## config.mk

```make
export PLATFORM = sky130hd
export DESIGN_NAME = audio_divnet
export DESIGN_NICKNAME = d
export VERILOG_FILES = /design/src/rtl/divnet_pkg.sv /design/src/rtl/divnet_prescale.sv /design/src/rtl/divnet_route.sv /design/src/rtl/divnet_cell.sv /design/src/rtl/audio_divnet.sv
export SDC_FILE = /design/constraint.sdc
export NUM_CORES = 1
export LEC_CHECK = 0
export ABC_CLOCK_PERIOD_IN_PS = 5250
export BUFFER_PORTS_ARGS = -buffer_cell sky130_fd_sc_hd__buf_4
export CORE_MARGIN = 2
export CORE_UTILIZATION = 40
export CTS_CLUSTER_DIAMETER = 100
export DETAILED_ROUTE_END_ITERATION = 12
export HOLD_SLACK_MARGIN = 0.15
export PLACE_DENSITY = 0.62
export SYNTH_ARGS = -nofsm -noshare
export SYNTH_HDL_FRONTEND = slang
export SYNTH_HIERARCHICAL = 1
export SYNTH_SLANG_ARGS = --single-unit
```

## constraint.sdc

```tcl
create_clock -name clk -period 5.25 [get_ports clk]
set_input_delay 0.2625 -clock clk [delete_from_list [all_inputs] [get_ports clk]]
set_output_delay 0.2625 -clock clk [all_outputs]
set_load 0.02 [all_outputs]
```

## src/rtl/divnet_pkg.sv

```systemverilog
package divnet_pkg;
  localparam int NPAIR = 2;
  localparam int NCH   = 2 * NPAIR;

  typedef struct packed {
    logic             slow;        // base rate select
    logic [NPAIR-1:0] fast_low;    // low divider of pair at master rate
    logic [NPAIR-1:0] chain_high;  // high divider of pair counts low pulses
  } route_t;

  // upper = routing bits 6..3, slow = routing bit 0
  function automatic route_t decode_route(input logic [3:0] upper, input logic slow);
    route_t r;
    r.slow          = slow;
    r.fast_low[0]   = upper[3];
    r.fast_low[1]   = upper[2];
    r.chain_high[0] = upper[1];
    r.chain_high[1] = upper[0];
    return r;
  endfunction
endpackage

```

## src/rtl/divnet_prescale.sv

```systemverilog
module divnet_prescale #(
  parameter int DIV = 28
) (
  input  logic clk,
  input  logic rst,
  output logic tick
);
  localparam int PW = (DIV > 1) ? $clog2(DIV) : 1;
  localparam logic [PW-1:0] LAST = PW'(DIV - 1);

  logic [PW-1:0] phase;

  assign tick = (phase == LAST);

  always_ff @(posedge clk) begin
    if (rst)       phase <= '0;
    else if (tick) phase <= '0;
    else           phase <= phase + 1'b1;
  end
endmodule

```

## src/rtl/divnet_route.sv

```systemverilog
module divnet_route
  import divnet_pkg::*;
(
  input  route_t           route,
  input  logic             fast_tick,
  input  logic             slow_tick,
  input  logic [NPAIR-1:0] low_pulse,
  output logic [NCH-1:0]   tick
);
  logic base_tick;

  assign base_tick = route.slow ? slow_tick : fast_tick;

  for (genvar p = 0; p < NPAIR; p++) begin : g_pair
    assign tick[2*p]   = route.fast_low[p]   ? 1'b1         : base_tick;
    assign tick[2*p+1] = route.chain_high[p] ? low_pulse[p] : base_tick;
  end
endmodule

```

## src/rtl/divnet_cell.sv

```systemverilog
module divnet_cell #(
  parameter int CW = 8
) (
  input  logic          clk,
  input  logic          rst,
  input  logic          tick,
  input  logic [CW-1:0] reload,
  output logic [CW-1:0] count,
  output logic          pulse
);
  function automatic logic [CW-1:0] step_count(input logic [CW-1:0] cur,
                                               input logic [CW-1:0] rl);
    return (cur == '0) ? rl : cur - 1'b1;
  endfunction

  function automatic logic expires(input logic t, input logic [CW-1:0] cur);
    return t && (cur == '0);
  endfunction

  always_ff @(posedge clk) begin
    if (rst) begin
      count <= '0;
      pulse <= 1'b0;
    end else begin
      pulse <= expires(tick, count);
      if (tick) count <= step_count(count, reload);
    end
  end
endmodule

```

## src/rtl/audio_divnet.sv

```systemverilog
module audio_divnet
  import divnet_pkg::*;
#(
  parameter int CW       = 8,
  parameter int FAST_DIV = 28,
  parameter int SLOW_DIV = 114
) (
  input  logic          clk,
  input  logic          rst,
  input  logic          wr_en,
  input  logic [2:0]    wr_addr,
  input  logic [CW-1:0] wr_data,
  output logic [3:0]    div_pulse
);
  localparam logic [2:0] ROUTE_ADDR = 3'd4;

  logic                   fast_tick;
  logic                   slow_tick;
  logic [NCH-1:0]         div_tick;
  logic [NCH-1:0][CW-1:0] div_count;
  logic [NCH-1:0][CW-1:0] freq_q;
  logic [NPAIR-1:0]       low_pulse;
  route_t                 route_q;

  always_ff @(posedge clk) begin
    if (rst) begin
      freq_q  <= '0;
      route_q <= '0;
    end else if (wr_en) begin
      if (wr_addr < ROUTE_ADDR)
        freq_q[wr_addr[1:0]] <= wr_data;
      else if (wr_addr == ROUTE_ADDR)
        route_q <= decode_route(wr_data[6:3], wr_data[0]);
    end
  end

  divnet_prescale #(.DIV(FAST_DIV)) u_fast (.clk(clk), .rst(rst), .tick(fast_tick));
  divnet_prescale #(.DIV(SLOW_DIV)) u_slow (.clk(clk), .rst(rst), .tick(slow_tick));

  for (genvar p = 0; p < NPAIR; p++) begin : g_low
    assign low_pulse[p] = div_pulse[2*p];
  end

  divnet_route u_route (
    .route    (route_q),
    .fast_tick(fast_tick),
    .slow_tick(slow_tick),
    .low_pulse(low_pulse),
    .tick     (div_tick)
  );

  for (genvar c = 0; c < NCH; c++) begin : g_cell
    divnet_cell #(.CW(CW)) u_cell (
      .clk   (clk),
      .rst   (rst),
      .tick  (div_tick[c]),
      .reload(freq_q[c]),
      .count (div_count[c]),
      .pulse (div_pulse[c])
    );
  end
endmodule

```

-- After elaboration in Yosys (flattened, before gate mapping)
Cells that the tools add are included.
- register bits: 85
- bits in latches: 0
- memory bits (writable): 0
- memory bits (read-only): 0
- bits of input ports: 14
- output and inout port bits: 4
- memories kept: 0
- add/subtract/negate cells: 6
- multiply operators: 0
- divide/modulo/power cells: 0
- magnitude comparators: 3
- equality and inequality tests: 3
- shifts and indexed selects: 0
- mux-type cells: 12
- bitwise logic cells: 1
- reductions and logical operators: 13
- operators with widths (kind ; count):
    8-bit 2-to-1 mux ; 5
    32-bit bitwise mux ; 1
    8-bit zero test ; 4
    8-bit by 1-bit subtractor with 8-bit output, second input constant ; 4
    8-bit demux with 2-bit select ; 1
    7-bit by 1-bit adder with 7-bit output, second input constant ; 1
    7-bit equality test, second input constant ; 1
    5-bit by 1-bit adder with 5-bit output, second input constant ; 1
    5-bit equality test, second input constant ; 1
    1-bit logical AND ; 5
    1-bit 2-to-1 mux ; 5
    2-bit OR reduction ; 2
    3-bit equality test, second input constant ; 1
    2-bit by 3-bit < comparator with 1-bit output, second input constant ; 1
    3-bit < comparator, second input constant ; 1
    3-bit AND reduction ; 1
    2-bit by 1-bit >= comparator with 1-bit output, second input constant ; 1
    2-bit AND reduction ; 1
    1-bit inverter ; 1

-- Logic depth before layout (Yosys ltp)
- depth after elaboration: 5
- gate-level depth with buffers: 11
- depth with buffers taken out: 10

-- Cells and area by module
Netlist, hierarchy kept.
- by module, submodules not included (module ; instances ; cells an instance ; area an instance (um2)):
    divnet_cell ; 4 ; 63 ; 569.3
    audio_divnet ; 1 ; 135 ; 1506.4
    divnet_prescale at u_slow ; 1 ; 31 ; 299.0
    divnet_prescale at u_fast ; 1 ; 19 ; 212.7
    divnet_route ; 1 ; 6 ; 60.1

-- Worst setup path after synthesis
Ideal clock, no wire load.
- path kind: reg2reg
- start point: reg u_fast.phase[0]
- end point: reg g_cell[1].u_cell.count[7]
- setup time: 0.124 ns
- data arrival time: 1.953 ns
- slack: 3.172 ns
- cell stages (with the launch flop): 11
- buffers on the path: 2
- period minus slack after synthesis: 2.078 ns
- path through: dfxtp_1 > ha_1 > and4b_1 > clkbuf_2 > mux2_4 > mux2_2 > buf_6 > nand2b_1 > nor4_1 > a211oi_1 > nor3b_2
- word-level cells in the longest chain between the ends: 3
- ends and longest elaborated chain (what ; RTL line ; text):
    from (decl) ; divnet_prescale.sv:11 ; logic [PW-1:0] phase;
    from (signal assigned) ; divnet_prescale.sv:18 ; else phase <= phase + 1'b1;
    5-bit equality test ; divnet_prescale.sv:13 ; assign tick = (phase == LAST);
    via fast_tick ; audio_divnet.sv:17 ; logic fast_tick;
    1-bit 2-to-1 mux ; divnet_route.sv:12 ; assign base_tick = route.slow ? slow_tick : fast_tick;
    1-bit 2-to-1 mux ; divnet_route.sv:16 ; assign tick[2*p+1] = route.chain_high[p] ? low_pulse[p] : base_tick;
    via div_tick[1] ; audio_divnet.sv:19 ; logic [NCH-1:0] div_tick;
    to (signal assigned) ; divnet_cell.sv:26 ; if (tick) count <= step_count(count, reload);
    to (decl) ; divnet_cell.sv:8 ; output logic [CW-1:0] count,
The timed path passes the listed nets, and every way through them passes these cells.
A chain may end at the register's enable or synchronous reset.

-- Worst setup path in the final report
- start point: reg u_fast.phase[0]
- end point: reg g_cell[3].u_cell.count[7]
- word-level cells in the longest chain between the ends: 3
- ends and longest elaborated chain (what ; RTL line):
    5-bit equality test ; divnet_prescale.sv:13
    via fast_tick ; audio_divnet.sv:17
    1-bit 2-to-1 mux ; divnet_route.sv:12
    1-bit 2-to-1 mux ; divnet_route.sv:16
    via div_tick[3] ; audio_divnet.sv:19
    to (signal assigned) ; divnet_cell.sv:26
    to (decl) ; divnet_cell.sv:8
The timed path passes the listed nets, and every way through them passes these cells.

==> results.txt <==
Post-CTS sizing -> 0
Post-Syn Area -> 0.00436 mm2
Hold WS -> 0.334 ns
CP endpoint kind -> flop
Routed WL -> 8650 um
Area growth syn-to-layout -> 8.45%
RSZ-0062 raised after global routing -> no
Internal power -> 0.983 mW
Vias in the first global route -> 2979
Wirelength per Cell -> 14.6 um
CTS tree -> built
# rows -> 38
WS Path Type -> flop to flop
Syn_area_per_cell -> 9.83 um2
Clock Latency Late Sink -> 0.35 ns
Initial antenna violation count -> 0
First drt pass iteration count -> 5
Clock Power Share -> 0.397
R2R Setup Slk -> 2.94 ns
Cts hold-fix bufs -> 0
CP startpoint kind -> flop
Lkg Pwr -> 1.88 nW
Hold Path Class -> primary input to flop
Final min period -> 2.31 ns
Critical path required time -> 5.49 ns
DP HPWL -> 5900 um
Remaining DRCs -> 0
Cell Pwr Density -> 270 mW/mm2
Clk slew on worst S/H paths -> 0.09 ns
Gate power share -> 0.079
Post-Synthesis Net Count -> 468
GP Congestion -> 0.796
Most used DFF post-synth -> dfxtp_1
Antenna Diode Count -> 0
Layout cells sized above 1 -> 0.152
Die H -> 108 um
Endpoints failing setup -> 0
Fin. max-slew vios -> 0
Clk buf depth -> 2
Final hold vios -> 0
Max-Cap Viols -> 0
CTS root buffer -> clkbuf_8
Worst Path Arrival -> 2.55 ns
Num CTS Buffers -> 9
Via-per-instance ratio -> 5.20
Yosys Warn Count -> 6
Post-synth ARST share -> 0
Mapped Cells -> 443
Most frequent cells in the layout -> dfxtp_1 (85), nand2b_1 (59), mux2i_1 (50), nor2_1 (34)
#FFs+latches synth -> 85
GRT Total Usage -> 0.157
Post CTS Setup Buffer Count -> 0
Die area -> 0.0117 mm2
I/O Pins -> 18
Final net count -> 474
Total clock sinks -> 85
Clock Skews -> 0.0132 ns
Vias -> 3082
Number of synthesized flops with an enable pin -> 0
P_sw -> 0.292 mW
Yosys cell types -> 53
Remaining antenna violation count -> 0
Commonest non-fill, non-tap cell in the layout -> dfxtp_1
Maximum number of pins on one net before global-route repair -> 88
Register share of total power -> 0.523
Number of H-tree levels -> 3
Register area share after synthesis -> 0.391
Fmax -> 433 MHz
Number of port buffers -> 17
Net Sw Frac -> 0.229
Worst VDD drop -> 0.132 mV
Initial Utilization -> 0.405
Detailed Route Iter0 Violations -> 120
Tcrit/Tclk final -> 0.440
Slew of the pin with the lowest slew margin -> 0.745 ns
First-pass GRT wire length -> 14400 um
Core area -> 0.0107 mm2
CP Max Fanout -> 10
Setup tns final -> 0 ns
Fill cells -> 1077
Status -> completed
Die width -> 108 um
Total grt overflow -> 0
Slew HR -> 0.500
## logic make-up after synthesis
kind of cell	after synthesis	share of synthesized area
buffers and inverters	43	0.0523
AO/OA/AOI/OAI	57	0.0914
flip-flops	85	0.391
XOR/XNOR	4	0.00805
AND/OR/NAND/NOR	182	0.282
adder cells (fa/ha/maj)	11	0.0316
multiplexers	61	0.144
## sequential cells by signal, indices dropped and copies added (netlist names)
| register | cells |
|---|---|
| freq_q | 32 |
| u_fast/phase | 5 |
| u_slow/phase | 7 |
| route_q | 5 |
| g_cell.u_cell/pulse | 4 |
| g_cell.u_cell/count | 32 |
## worst max-delay path, stage by stage (launching register included)
cell and delay, ns:
dfxtp_1 0.37, ha_1 0.24, and4b_1 0.36, mux2_4 0.22, mux2_2 0.27, nand2b_1 0.10, nor4_1 0.34, a21oi_1 0.11
nor3b_2 0.18
## metal layers
layer  vias up  global-route usage  part of all wire
li1       1588                   -                 -
met1      1451               0.210              0.50
met2        34               0.253              0.46
met3         9              0.0217             0.020
met4         0              0.0687             0.015
met5         -                   0                 0
## power groups by stage
stage               clock network, mW  logic, mW  registers [mW]
global placement                    0      0.100           0.682
global route                    0.547      0.111           0.669
floorplan                           0     0.0784           0.679
CTS                             0.527      0.102           0.667
finish                          0.506      0.101           0.667
detailed placement                  0      0.101           0.682
## stage by stage
step	instance area (um2)	setup slack [ns]	utilization	power (mW)	instances
2_1_floorplan	4360	3.17	-	0.758	443
4_1_cts	4720	2.96	0.440	1.30	593
5_1_grt	4720	2.77	0.440	1.33	593
3_5_place_dp	4510	3.00	0.420	0.783	578
6_report	4720	2.94	0.440	1.27	593
3_3_place_gp	4510	3.08	0.420	0.782	578
## Yosys cell counts, types with 11 or more instances
cell type / instances / share of area
nand2_1: 14 / 0.012
a21oi_1: 11 / 0.013
dfxtp_1: 85 / 0.39
nand2b_1: 59 / 0.085
ha_1: 11 / 0.032
nor2_1: 34 / 0.029
inv_1: 17 / 0.015
mux2i_1: 50 / 0.11
## path summary, 6_finish.rpt
path	endpoint	startpoint	cells past startpoint
worst max-delay path	g_cell[3].u_cell/count[7]$_SDFFE_PP0P_	u_fast/phase[0]$_SDFF_PP0_	8
worst min-delay path	freq_q[3]$_SDFFE_PP0P_	wr_data[3]	3
worst min register to register	freq_q[24]$_SDFFE_PP0P_	freq_q[24]$_SDFFE_PP0P_	2
worst max register to register	g_cell[3].u_cell/count[7]$_SDFFE_PP0P_	u_fast/phase[0]$_SDFF_PP0_	8
## layout make-up
cell class / count / area, um2 / share of cell area
inverter: 21 / 78.8 / 0.0167
multi-input combinational: 315 / 2430 / 0.514
clock inverter: 4 / 72.6 / 0.0154
clock buffer: 11 / 141 / 0.0299
sequential: 85 / 1700 / 0.360
tap: 140 / 175 / 0.0371
timing repair buffer: 17 / 128 / 0.0270
No activity file was read; power rests on OpenSTA's default activity.
